`config.mk`:
```
export PLATFORM = sky130hd
export DESIGN_NAME = pci_dly_rd_ctrl
export DESIGN_NICKNAME = d
export VERILOG_FILES = /design/src/rtl/pdr_pkg.sv /design/src/rtl/pdr_req_match.sv /design/src/rtl/pdr_discard_timer.sv /design/src/rtl/pdr_local_port.sv /design/src/rtl/pci_dly_rd_ctrl.sv
export SDC_FILE = /design/constraint.sdc
export NUM_CORES = 1
export LEC_CHECK = 0
export ABC_AREA = 1
export BUFFER_PORTS_ARGS = -buffer_cell sky130_fd_sc_hd__buf_2
export CAP_MARGIN = 20
export CORE_ASPECT_RATIO = 1.5
export CORE_MARGIN = 2
export CORE_UTILIZATION = 45
export CTS_CLUSTER_SIZE = 14
export DETAILED_ROUTE_END_ITERATION = 10
export PLACE_DENSITY = 0.69
export SLEW_MARGIN = 30
export SYNTH_ARGS = -nofsm -noshare
export SYNTH_HDL_FRONTEND = slang
export SYNTH_SLANG_ARGS = --single-unit
export TNS_END_PERCENT = 50
```
`constraint.sdc`:
```
create_clock -name clk -period 6.6 [get_ports clk]
set_input_delay 1.98 -clock clk [delete_from_list [all_inputs] [get_ports clk]]
set_output_delay 1.98 -clock clk [all_outputs]
set_load 0.02 [all_outputs]
```
`src/rtl/pdr_pkg.sv`:
```
package pdr_pkg;

    typedef enum logic [1:0] {
        S_IDLE     = 2'd0,
        S_WAIT_LCL = 2'd1,
        S_DATA_RDY = 2'd2,
        S_COMPLETE = 2'd3
    } dr_state_e;

endpackage

```
`src/rtl/pdr_req_match.sv`:
```
module pdr_req_match #(
    parameter int ADDR_W = 32,
    parameter int BE_W   = 4
) (
    input  logic [ADDR_W-1:0] req_addr,
    input  logic [BE_W-1:0]   req_be,
    input  logic [ADDR_W-1:0] pend_addr,
    input  logic [BE_W-1:0]   pend_be,
    output logic              hit
);
    logic [BE_W-1:0] lane_eq;

    // per-lane enable comparison
    for (genvar g = 0; g < BE_W; g++) begin : g_lane
        assign lane_eq[g] = (req_be[g] == pend_be[g]);
    end

    assign hit = (req_addr == pend_addr) && (&lane_eq);

endmodule

```
`src/rtl/pdr_discard_timer.sv`:
```
module pdr_discard_timer #(
    parameter int TMR_W = 15
) (
    input  logic clk,
    input  logic rst_n,
    input  logic run,
    output logic expired
);
    typedef struct packed {
        logic [TMR_W-1:0] cnt;
    } tmr_t;

    tmr_t tmr_d, tmr_q;

    assign expired = &tmr_q.cnt;

    always_comb begin
        tmr_d = tmr_q;
        if (!run) begin
            tmr_d.cnt = '0;
        end else if (!expired) begin
            tmr_d.cnt = tmr_q.cnt + 1'b1;
        end
    end

    always_ff @(posedge clk) begin
        if (!rst_n) tmr_q <= '0;
        else        tmr_q <= tmr_d;
    end

    // timer idles at zero whenever nothing is held
    p_idle_zero_r8: assert property (@(posedge clk) disable iff (!rst_n)
        !run |=> !expired);

endmodule

```
`src/rtl/pdr_local_port.sv`:
```
module pdr_local_port #(
    parameter int ADDR_W = 32,
    parameter int BE_W   = 4
) (
    input  logic              clk,
    input  logic              rst_n,
    input  logic              start,
    input  logic [ADDR_W-1:0] start_addr,
    input  logic [BE_W-1:0]   start_be,
    output logic              lcl_req,
    output logic [ADDR_W-1:0] lcl_addr,
    output logic [BE_W-1:0]   lcl_be,
    input  logic              lcl_ack,
    output logic              done
);
    typedef struct packed {
        logic              req;
        logic [ADDR_W-1:0] addr;
        logic [BE_W-1:0]   be;
    } port_t;

    port_t port_d, port_q;

    assign done     = port_q.req & lcl_ack;
    assign lcl_req  = port_q.req;
    assign lcl_addr = port_q.addr;
    assign lcl_be   = port_q.be;

    always_comb begin
        port_d = port_q;
        if (done) begin
            port_d.req = 1'b0;
        end
        if (start) begin
            port_d.req  = 1'b1;
            port_d.addr = start_addr;
            port_d.be   = start_be;
        end
    end

    always_ff @(posedge clk) begin
        if (!rst_n) port_q <= '0;
        else        port_q <= port_d;
    end

    // request and its qualifiers hold until acknowledged
    p_hold_until_ack_r3: assert property (@(posedge clk) disable iff (!rst_n)
        lcl_req && !lcl_ack |=> lcl_req && $stable(lcl_addr) && $stable(lcl_be));

    // a new transfer never overlaps an unfinished one
    p_no_overlap_r3: assert property (@(posedge clk) disable iff (!rst_n)
        start |-> (!lcl_req || lcl_ack));

endmodule

```
`src/rtl/pci_dly_rd_ctrl.sv`:
```
module pci_dly_rd_ctrl
    import pdr_pkg::*;
#(
    parameter int ADDR_W = 32,
    parameter int DATA_W = 32,
    parameter int TMR_W  = 15
) (
    input  logic                  clk,
    input  logic                  rst_n,
    input  logic                  cfg_flush_new,
    input  logic                  cfg_wr_retry,
    input  logic                  cfg_wr_flush,
    input  logic                  req_valid,
    input  logic                  req_is_write,
    input  logic [ADDR_W-1:0]     req_addr,
    input  logic [DATA_W/8-1:0]   req_be,
    output logic                  rsp_retry,
    output logic                  rsp_done,
    output logic [DATA_W-1:0]     rsp_rdata,
    output logic                  lcl_req,
    output logic [ADDR_W-1:0]     lcl_addr,
    output logic [DATA_W/8-1:0]   lcl_be,
    input  logic                  lcl_ack,
    input  logic [DATA_W-1:0]     lcl_rdata
);
    localparam int BE_W = DATA_W / 8;

    typedef struct packed {
        dr_state_e         state;
        logic [ADDR_W-1:0] pend_addr;
        logic [BE_W-1:0]   pend_be;
        logic              drop;
        logic [DATA_W-1:0] hold;
        logic              rsp_retry;
        logic              rsp_done;
        logic [DATA_W-1:0] rsp_data;
    } ctl_t;

    ctl_t      ctl_d, ctl_q;
    dr_state_e eff_state;
    logic      busy;
    logic      take_new;
    logic      hit;
    logic      tmr_expired;
    logic      lcl_start;
    logic      lcl_done;

    pdr_req_match #(.ADDR_W(ADDR_W), .BE_W(BE_W)) u_match (
        .req_addr  (req_addr),
        .req_be    (req_be),
        .pend_addr (ctl_q.pend_addr),
        .pend_be   (ctl_q.pend_be),
        .hit       (hit)
    );

    pdr_discard_timer #(.TMR_W(TMR_W)) u_timer (
        .clk     (clk),
        .rst_n   (rst_n),
        .run     (ctl_q.state == S_DATA_RDY),
        .expired (tmr_expired)
    );

    pdr_local_port #(.ADDR_W(ADDR_W), .BE_W(BE_W)) u_lport (
        .clk        (clk),
        .rst_n      (rst_n),
        .start      (lcl_start),
        .start_addr (req_addr),
        .start_be   (req_be),
        .lcl_req    (lcl_req),
        .lcl_addr   (lcl_addr),
        .lcl_be     (lcl_be),
        .lcl_ack    (lcl_ack),
        .done       (lcl_done)
    );

    always_comb begin
        ctl_d           = ctl_q;
        ctl_d.rsp_retry = 1'b0;
        ctl_d.rsp_done  = 1'b0;
        ctl_d.rsp_data  = '0;
        lcl_start       = 1'b0;
        take_new        = 1'b0;

        if (ctl_q.state == S_COMPLETE) begin
            ctl_d.state = S_IDLE;
        end

        // local data arrival is applied before the request is judged
        if (lcl_done && ctl_q.state == S_WAIT_LCL) begin
            if (ctl_q.drop) begin
                ctl_d.state = S_IDLE;
                ctl_d.drop  = 1'b0;
            end else begin
                ctl_d.state = S_DATA_RDY;
                ctl_d.hold  = lcl_rdata;
            end
        end

        eff_state = ctl_d.state;
        busy      = (eff_state == S_WAIT_LCL) || (eff_state == S_DATA_RDY);

        if (req_valid && req_is_write) begin
            if (busy && cfg_wr_retry) begin
                ctl_d.rsp_retry = 1'b1;
            end else begin
                ctl_d.rsp_done = 1'b1;
                if (busy && cfg_wr_flush) begin
                    if (eff_state == S_DATA_RDY) ctl_d.state = S_IDLE;
                    else                         ctl_d.drop  = 1'b1;
                end
            end
        end else if (req_valid) begin
            unique case (eff_state)
                S_IDLE, S_COMPLETE: take_new = 1'b1;
                S_WAIT_LCL:         ctl_d.rsp_retry = 1'b1;
                S_DATA_RDY: begin
                    if (hit) begin
                        ctl_d.rsp_done = 1'b1;
                        ctl_d.rsp_data = ctl_d.hold;
                        ctl_d.state    = S_COMPLETE;
                    end else if (cfg_flush_new || tmr_expired) begin
                        take_new = 1'b1;
                    end else begin
                        ctl_d.rsp_retry = 1'b1;
                    end
                end
                default: ctl_d.rsp_retry = 1'b1;
            endcase
            if (take_new) begin
                ctl_d.pend_addr = req_addr;
                ctl_d.pend_be   = req_be;
                ctl_d.drop      = 1'b0;
                ctl_d.state     = S_WAIT_LCL;
                ctl_d.rsp_retry = 1'b1;
                lcl_start       = 1'b1;
            end
        end else if (ctl_q.state == S_DATA_RDY && tmr_expired) begin
            ctl_d.state = S_IDLE;
        end
    end

    always_ff @(posedge clk) begin
        if (!rst_n) ctl_q <= '0;
        else        ctl_q <= ctl_d;
    end

    assign rsp_retry = ctl_q.rsp_retry;
    assign rsp_done  = ctl_q.rsp_done;
    assign rsp_rdata = ctl_q.rsp_data;

    // responses are exclusive
    p_excl_resp_r12: assert property (@(posedge clk) disable iff (!rst_n)
        !(rsp_retry && rsp_done));

    // every strobe is answered in the next cycle
    p_answered_r12: assert property (@(posedge clk) disable iff (!rst_n)
        req_valid |=> (rsp_retry || rsp_done));

    // no response without a strobe before it
    p_no_spurious_r12: assert property (@(posedge clk) disable iff (!rst_n)
        (rsp_retry || rsp_done) |-> $past(req_valid));

    // a fresh read is retried and launched locally
    p_new_read_r2: assert property (@(posedge clk) disable iff (!rst_n)
        req_valid && !req_is_write && ctl_q.state == S_IDLE |=> rsp_retry && lcl_req);

    // reads during an outstanding local read are retried
    p_wait_retry_r4: assert property (@(posedge clk) disable iff (!rst_n)
        req_valid && !req_is_write && ctl_q.state == S_WAIT_LCL && !lcl_ack |=> rsp_retry);

    // writes bounce while an entry is pending
    p_wr_retry_r9: assert property (@(posedge clk) disable iff (!rst_n)
        req_valid && req_is_write && cfg_wr_retry &&
        (ctl_q.state == S_WAIT_LCL || ctl_q.state == S_DATA_RDY) |=> rsp_retry);

    // an expired entry with no request is dropped
    p_expire_r8: assert property (@(posedge clk) disable iff (!rst_n)
        ctl_q.state == S_DATA_RDY && tmr_expired && !req_valid |=> ctl_q.state == S_IDLE);

endmodule

```
# Word level (Yosys, flattened, before mapping)

Cells that the tools add are included.

Flip-flop bits (word level): 157
Bits in latches: 0
Memory bits (writable): 0
Memory bits (read-only): 0
Memories kept: 0

Add/subtract/negate cells: 1
Multiply operators: 0
Div/mod/pow operators: 0
Order comparisons: 0
Eq/ne operators: 11
Shift-type cells: 0
Muxes and demuxes: 39
Bitwise gates (word level): 6
Reductions and logical operators: 16

Operator list:

| operator              | number |
|---|---|
| $mux 33               | 3 |
| $mux 39               | 1 |
| $mux 37               | 1 |
| $mux 34               | 1 |
| $eq 32x32->1          | 1 |
| $mux 32               | 1 |
| $mux 2                | 12 |
| $mux 1                | 18 |
| $add 15x1->15 const B | 1 |
| $reduce_and 15->1     | 1 |
| $eq 2x2->1 const B    | 4 |
| $logic_and 1x1->1     | 6 |
| $not 1->1             | 5 |
| $reduce_or 5->1       | 1 |
| $eq 1x1->1            | 4 |
| $eq 2x1->1 const B    | 2 |
| $pmux 1 s2            | 2 |
| $reduce_and 4->1      | 1 |
| $reduce_and 3->1      | 1 |
| $logic_not 2->1       | 1 |
| $logic_or 1x1->1      | 2 |
| $reduce_and 2->1      | 1 |
| $reduce_bool 2->1     | 1 |
| $reduce_or 2->1       | 1 |
| $and 1x1->1           | 1 |

# Logic depth before layout (Yosys ltp)

Depth after elaboration: 12
Mapped depth: 16
Depth with buffers taken out: 15

# Modules after synthesis

From an unflattened synthesis, not the netlist that was laid out.

Cell total of the unflattened synthesis: 916
Area, all modules: 6786.5 µm²

Modules (own cells, without submodules):

| module            | instances | cells each | area each (µm²) | seq. area each (µm²) |
|---|---|---|---|---|
| pci_dly_rd_ctrl   | 1         | 481        | 3896.2          | 2102.0 |
| pdr_local_port    | 1         | 163        | 1377.6          | 740.7 |
| pdr_discard_timer | 1         | 120        | 864.6           | 300.3 |
| pdr_req_match     | 1         | 152        | 648.1           | 0.0 |

# Worst setup path after synthesis

OpenSTA, ideal clock, no wires.

Path kind: input -> register
Start: input port lcl_ack
End: register ctl_q[83] (netlist name)
Setup time: 113 ps
Data arrival time: 3486 ps
Setup slack: 3001 ps
Stages: 14
Cell sequence: nand3_1 nor2_1 nor2_1 inv_1 ha_1 inv_1 a21oi_2 nand2_1 nand2_2 nand3_2 buf_6 buf_2 nand3_1 nand2_1

Word-level cells in the longest chain between the ends: 9
Elaborated cells between the ends (all ways): 11
Classes of those cells: 2 x eq/ne; 4 x mux; 1 x bitwise; 4 x reduce/logical

Ends and longest elaborated chain:

| item                                                 | RTL line               | text |
|---|---|---|
| start, declared                                      | pci_dly_rd_ctrl.sv:23  | `input logic lcl_ack,` |
| $and 1x1->1 (*)                                      | pdr_local_port.sv:24   | `assign done = port_q.req & lcl_ack;` |
| $logic_and 1x1->1 (*)                                | pci_dly_rd_ctrl.sv:89  | `if (lcl_done && ctl_q.state == S_WAIT_LCL) begin` |
| $mux 2 (*)                                           | pci_dly_rd_ctrl.sv:89  |  |
| $eq 2x2->1 / $logic_not 2->1 (equally long branches) | pci_dly_rd_ctrl.sv:113 | `unique case (eff_state)` |
| $reduce_or 2->1                                      | pci_dly_rd_ctrl.sv:113 |  |
| $pmux 1 s2 (*)                                       | pci_dly_rd_ctrl.sv:113 |  |
| $mux 1 (*)                                           | pci_dly_rd_ctrl.sv:112 | `end else if (req_valid) begin` |
| $mux 1 (*)                                           | pci_dly_rd_ctrl.sv:102 | `if (req_valid && req_is_write) begin` |
| $reduce_and 3->1 (no line) (*)                       | --                     |  |
| end signal, assigned                                 | pci_dly_rd_ctrl.sv:144 | `else ctl_q <= ctl_d;` |
| end, declared                                        | pci_dly_rd_ctrl.sv:39  | `ctl_t ctl_d, ctl_q;` |

Every way passes the cells marked *; elsewhere a longest branch is shown, timed or not. The select of a mux whose other input is x is not followed.
A chain may end at the register's enable or synchronous reset.

# Worst setup path after layout

Start: input port lcl_ack
End: register ctl_q[89] (netlist name)

Same word-level chain as after synthesis.

==> metrics.md <==
| Metric | Value |
|---|---|
| Status | `finished, final reports clean` |
| Avg Inst Size Synth | `between 7 and 8 sq um` |
| Clk buf depth | `2` |
| Via/cell ratio | `4.64` |
| Gr ovfl total | `0` |
| HPWL reported at the end of detailed placement | `10,100 um` |
| Yosys Warn Count | `0` |
| Fin. Hold Viols | `0` |
| Worst Path Required | `between 6 and 7 ns` |
| CTS buffer count | `17` |
| Clock skew | `0.0114 ns` |
| Clock slew at reported path FFs | `~0.060 ns` |
| Area Growth Syn to Fin | `16.2%` |
| H-tree levels | `4` |
| GRT Total Usage | `0.177` |
| Number of global-route vias before repair | `5,165` |
| Pint | `1.57 mW` |
| Crit path max fanout | `24` |
| Die height | `roughly 160 um` |
| Crit path largest cell delay | `0.56 ns` |
| Tcrit/Tclk final | `0.623` |
| Class of the worst hold path | `reg2reg` |
| Pre-Repair DR Iteration Count | `4` |
| Part of the Yosys area used for sequential elements | `0.451` |
| Tot Pwr | `2.12 mW` |
| Setup Fix Bufs, Post-CTS | `0` |
| Ys flop type | `dfxtp_1` |
| Critical Path Sink Type | `flop` |
| Critical path arrival | `roughly 4.5 ns` |
| Slew headroom | `0.481` |
| Fraction of registers with async set/reset | `0` |
| Min Tclk post-route | `slightly above 4 ns` |
| Nets | `around 1,100` |
| Hold_buf cts | `0` |
| Area contributors post-synth | `dfxtp_1 45%, nand2_1 10%, inv_1 6.3%` |
| Synth top area share | `0.451` |
| Drt initial violations | `211` |
| Leak | `4.43 nW` |
| DRC violations left | `0` |
| Post-DR wirelength/cell | `between 10 and 15 um` |
| First-pass GRT wire length | `23,800 um` |
| Clock root cell | `clkbuf_16` |
| Clk network pwr share | `0.437` |
| Share of cells above drive strength 1 | `0.230` |
| Post-Syn Area | `about 7000 sq um` |
| Worst-Skew Late Latency | `~0.4 ns` |
| Sink Count | `157` |
| Post-synth EDFFs | `0` |
| Die X | `106 um` |
| PwrDens | `roughly 260 nW/um^2` |
| Worst path slowest cell | `nor2_8` |
| Core footprint | `about 15,000 sq um` |
| Critical path class | `in2reg` |
| Endpoints failing setup | `0` |
| Gate Count Post-Synth | `about 890` |
| ANT nets after route | `0` |
| Number of buffers added on ports | `roughly 150` |
| Slew @ Worst Pin | `0.779 ns` |
| Peak VDD IR | `approximately 140 uV` |
| Post-synth top area cell | `dfxtp_1` |
| # rows | `between 50 and 60` |
| RSZ-0062 raised after global routing | `no` |
| Synth top cells by count | `185 x nand2_1, 157 x dfxtp_1, 116 x inv_1` |
| Post-Syn Nets | `972` |
| Antenna violations before repair | `1` |
| Largest net degree at the start of global routing | `just under 80` |
| Final setup TNS | `0 ns` |
| Routed via count | `approximately 5,600` |
| CTS tree | `done` |
| Startpoint Class | `input pin` |
| Sw Pwr | `0.546 mW` |
| Maxcap violations | `0` |
| Fmax | `around 0.24 GHz` |
| Die area | `roughly 17,000 sq um` |
| Count of different cell masters after synthesis | `36` |
| Crit path cell chain | `buf_2, nand3_1, nor2_2, nor2_1, inv_1, ha_1, inv_1, nand2_2, nand2_4, nor2_8, buf_4, nand2_4, nand2_1` |
| Sequential power share | `0.469` |
| Combinational share of power | `0.094` |
| Post-synthesis register bit count | `~160` |
| Slew Limit Fails | `0` |
| Placer Congestion | `approximately 0.8` |
| Filler cell count | `between 1,500 and 2,000` |
| WL final | `14,400 um` |
| Switching share of total power | `0.258` |
| Io pins | `147` |
| Resized cells post-CTS | `0` |
| Initial Util | `0.460` |
| Count leader, synth | `nand2_1` |
==> worst max-delay path, delay by kind of cell <==
| family | cells | cell delay (ns) |
|---|---|---|
| AND/OR/NAND/NOR | 8 | 1.32 |
| adder cells (fa/ha/maj) | 1 | 0.32 |
| buffers and inverters | 4 | 0.83 |
==> flip-flops by register name, indices dropped and copies added, names as in the netlist <==
name,count
u_lport.lcl_req,1
rsp_rdata,32
rsp_done,1
rsp_retry,1
u_lport.lcl_addr,32
u_timer.tmr_q,15
ctl_q,71
u_lport.lcl_be,4
==> final cells by class <==
type | count | area (sq um) | area share
antenna | 1 | 2.50 | 0.000309
sequential | 157 | 3140 | 0.388
tap | 199 | 249 | 0.0308
clock buffer | 18 | 429 | 0.0530
inverter | 119 | 447 | 0.0552
timing repair buffer | 152 | 778 | 0.0961
clock inverter | 14 | 133 | 0.0164
multi-input combinational | 544 | 2910 | 0.360
==> cells in the final DEF, fill, tap and decap left out, types with 2 or more instances in the layout <==
cell	synthesis	layout
a21oi_1	11	11
buf_2	7	145
buf_4	35	7
clkbuf_16	0	17
clkinv_2	0	2
clkinvlp_4	0	5
dfxtp_1	157	157
ha_1	5	5
inv_1	116	115
inv_2	1	3
inv_6	0	4
nand2_1	185	185
nand2_2	3	3
nand2_4	31	31
nand3_1	85	85
nand3_2	3	2
nand4_1	6	6
nor2_1	63	62
nor2_2	1	2
nor3_1	34	34
nor3_2	2	2
nor4_1	32	32
o21ai_0	11	11
o21ai_1	2	2
or2_1	31	31
or2_2	2	2
xnor2_1	26	26
xor2_1	4	4
==> stage by stage <==
stage | setup slack [ns] | util | hold WS, ns | std cells | area (sq um)
finish | 2.49 | 0.535 | 0.461 | 1204 | 8100
global route | 2.26 | 0.535 | 0.482 | 1204 | 8100
CTS | 2.48 | 0.535 | 0.466 | 1203 | 8090
detailed placement | 2.04 | 0.497 | 0.454 | 1171 | 7530
global placement | 1.80 | 0.497 | 0.452 | 1171 | 7520
floorplan | 3.00 | - | 0.447 | 891 | 6960
==> cell families after synthesis <==
| kind of cell | count (synthesis) | share of synthesized area |
|---|---|---|
| xor gates and xnor gates | 30 | 0.0377 |
| buffers and inverters | 190 | 0.132 |
| DFF | 157 | 0.451 |
| AOI/OAI and AO/OA | 29 | 0.0226 |
| and+or+nand+nor | 480 | 0.348 |
| adders and majority gates | 5 | 0.00898 |
==> power by group through the flow <==
stage                     Clock [mW]  Sequential [mW]  Combinational [mW]
after floorplan                    0             1.03               0.127
after global placement             0             1.01               0.197
after detailed placement           0             1.01               0.201
after CTS                      0.950            0.993               0.202
after global routing           0.988            0.996               0.223
final                          0.927            0.993               0.199
==> routing by layer <==
metal,up-vias,routed length (um),track usage
met5,-,0,0
met4,0,216,0.0677
met3,12,931,0.0500
met2,123,7100,0.308
met1,2498,6180,0.206
li1,2957,-,-
==> worst paths after layout <==
kind                                          start                           endpoint  slack, ns  cells past startpoint
hold / removal    u_lport.lcl_addr[30]$_SDFFE_PN0P_  u_lport.lcl_addr[30]$_SDFFE_PN0P_       0.46                      2
setup reg to reg              ctl_q[103]$_SDFF_PN0_             ctl_q[89]$_SDFFE_PN0P_       3.77                     14
hold reg to reg   u_lport.lcl_addr[30]$_SDFFE_PN0P_  u_lport.lcl_addr[30]$_SDFFE_PN0P_       0.46                      2
setup / recovery                            lcl_ack             ctl_q[89]$_SDFFE_PN0P_       2.49                     13
Power figures use the tool's default switching activity.
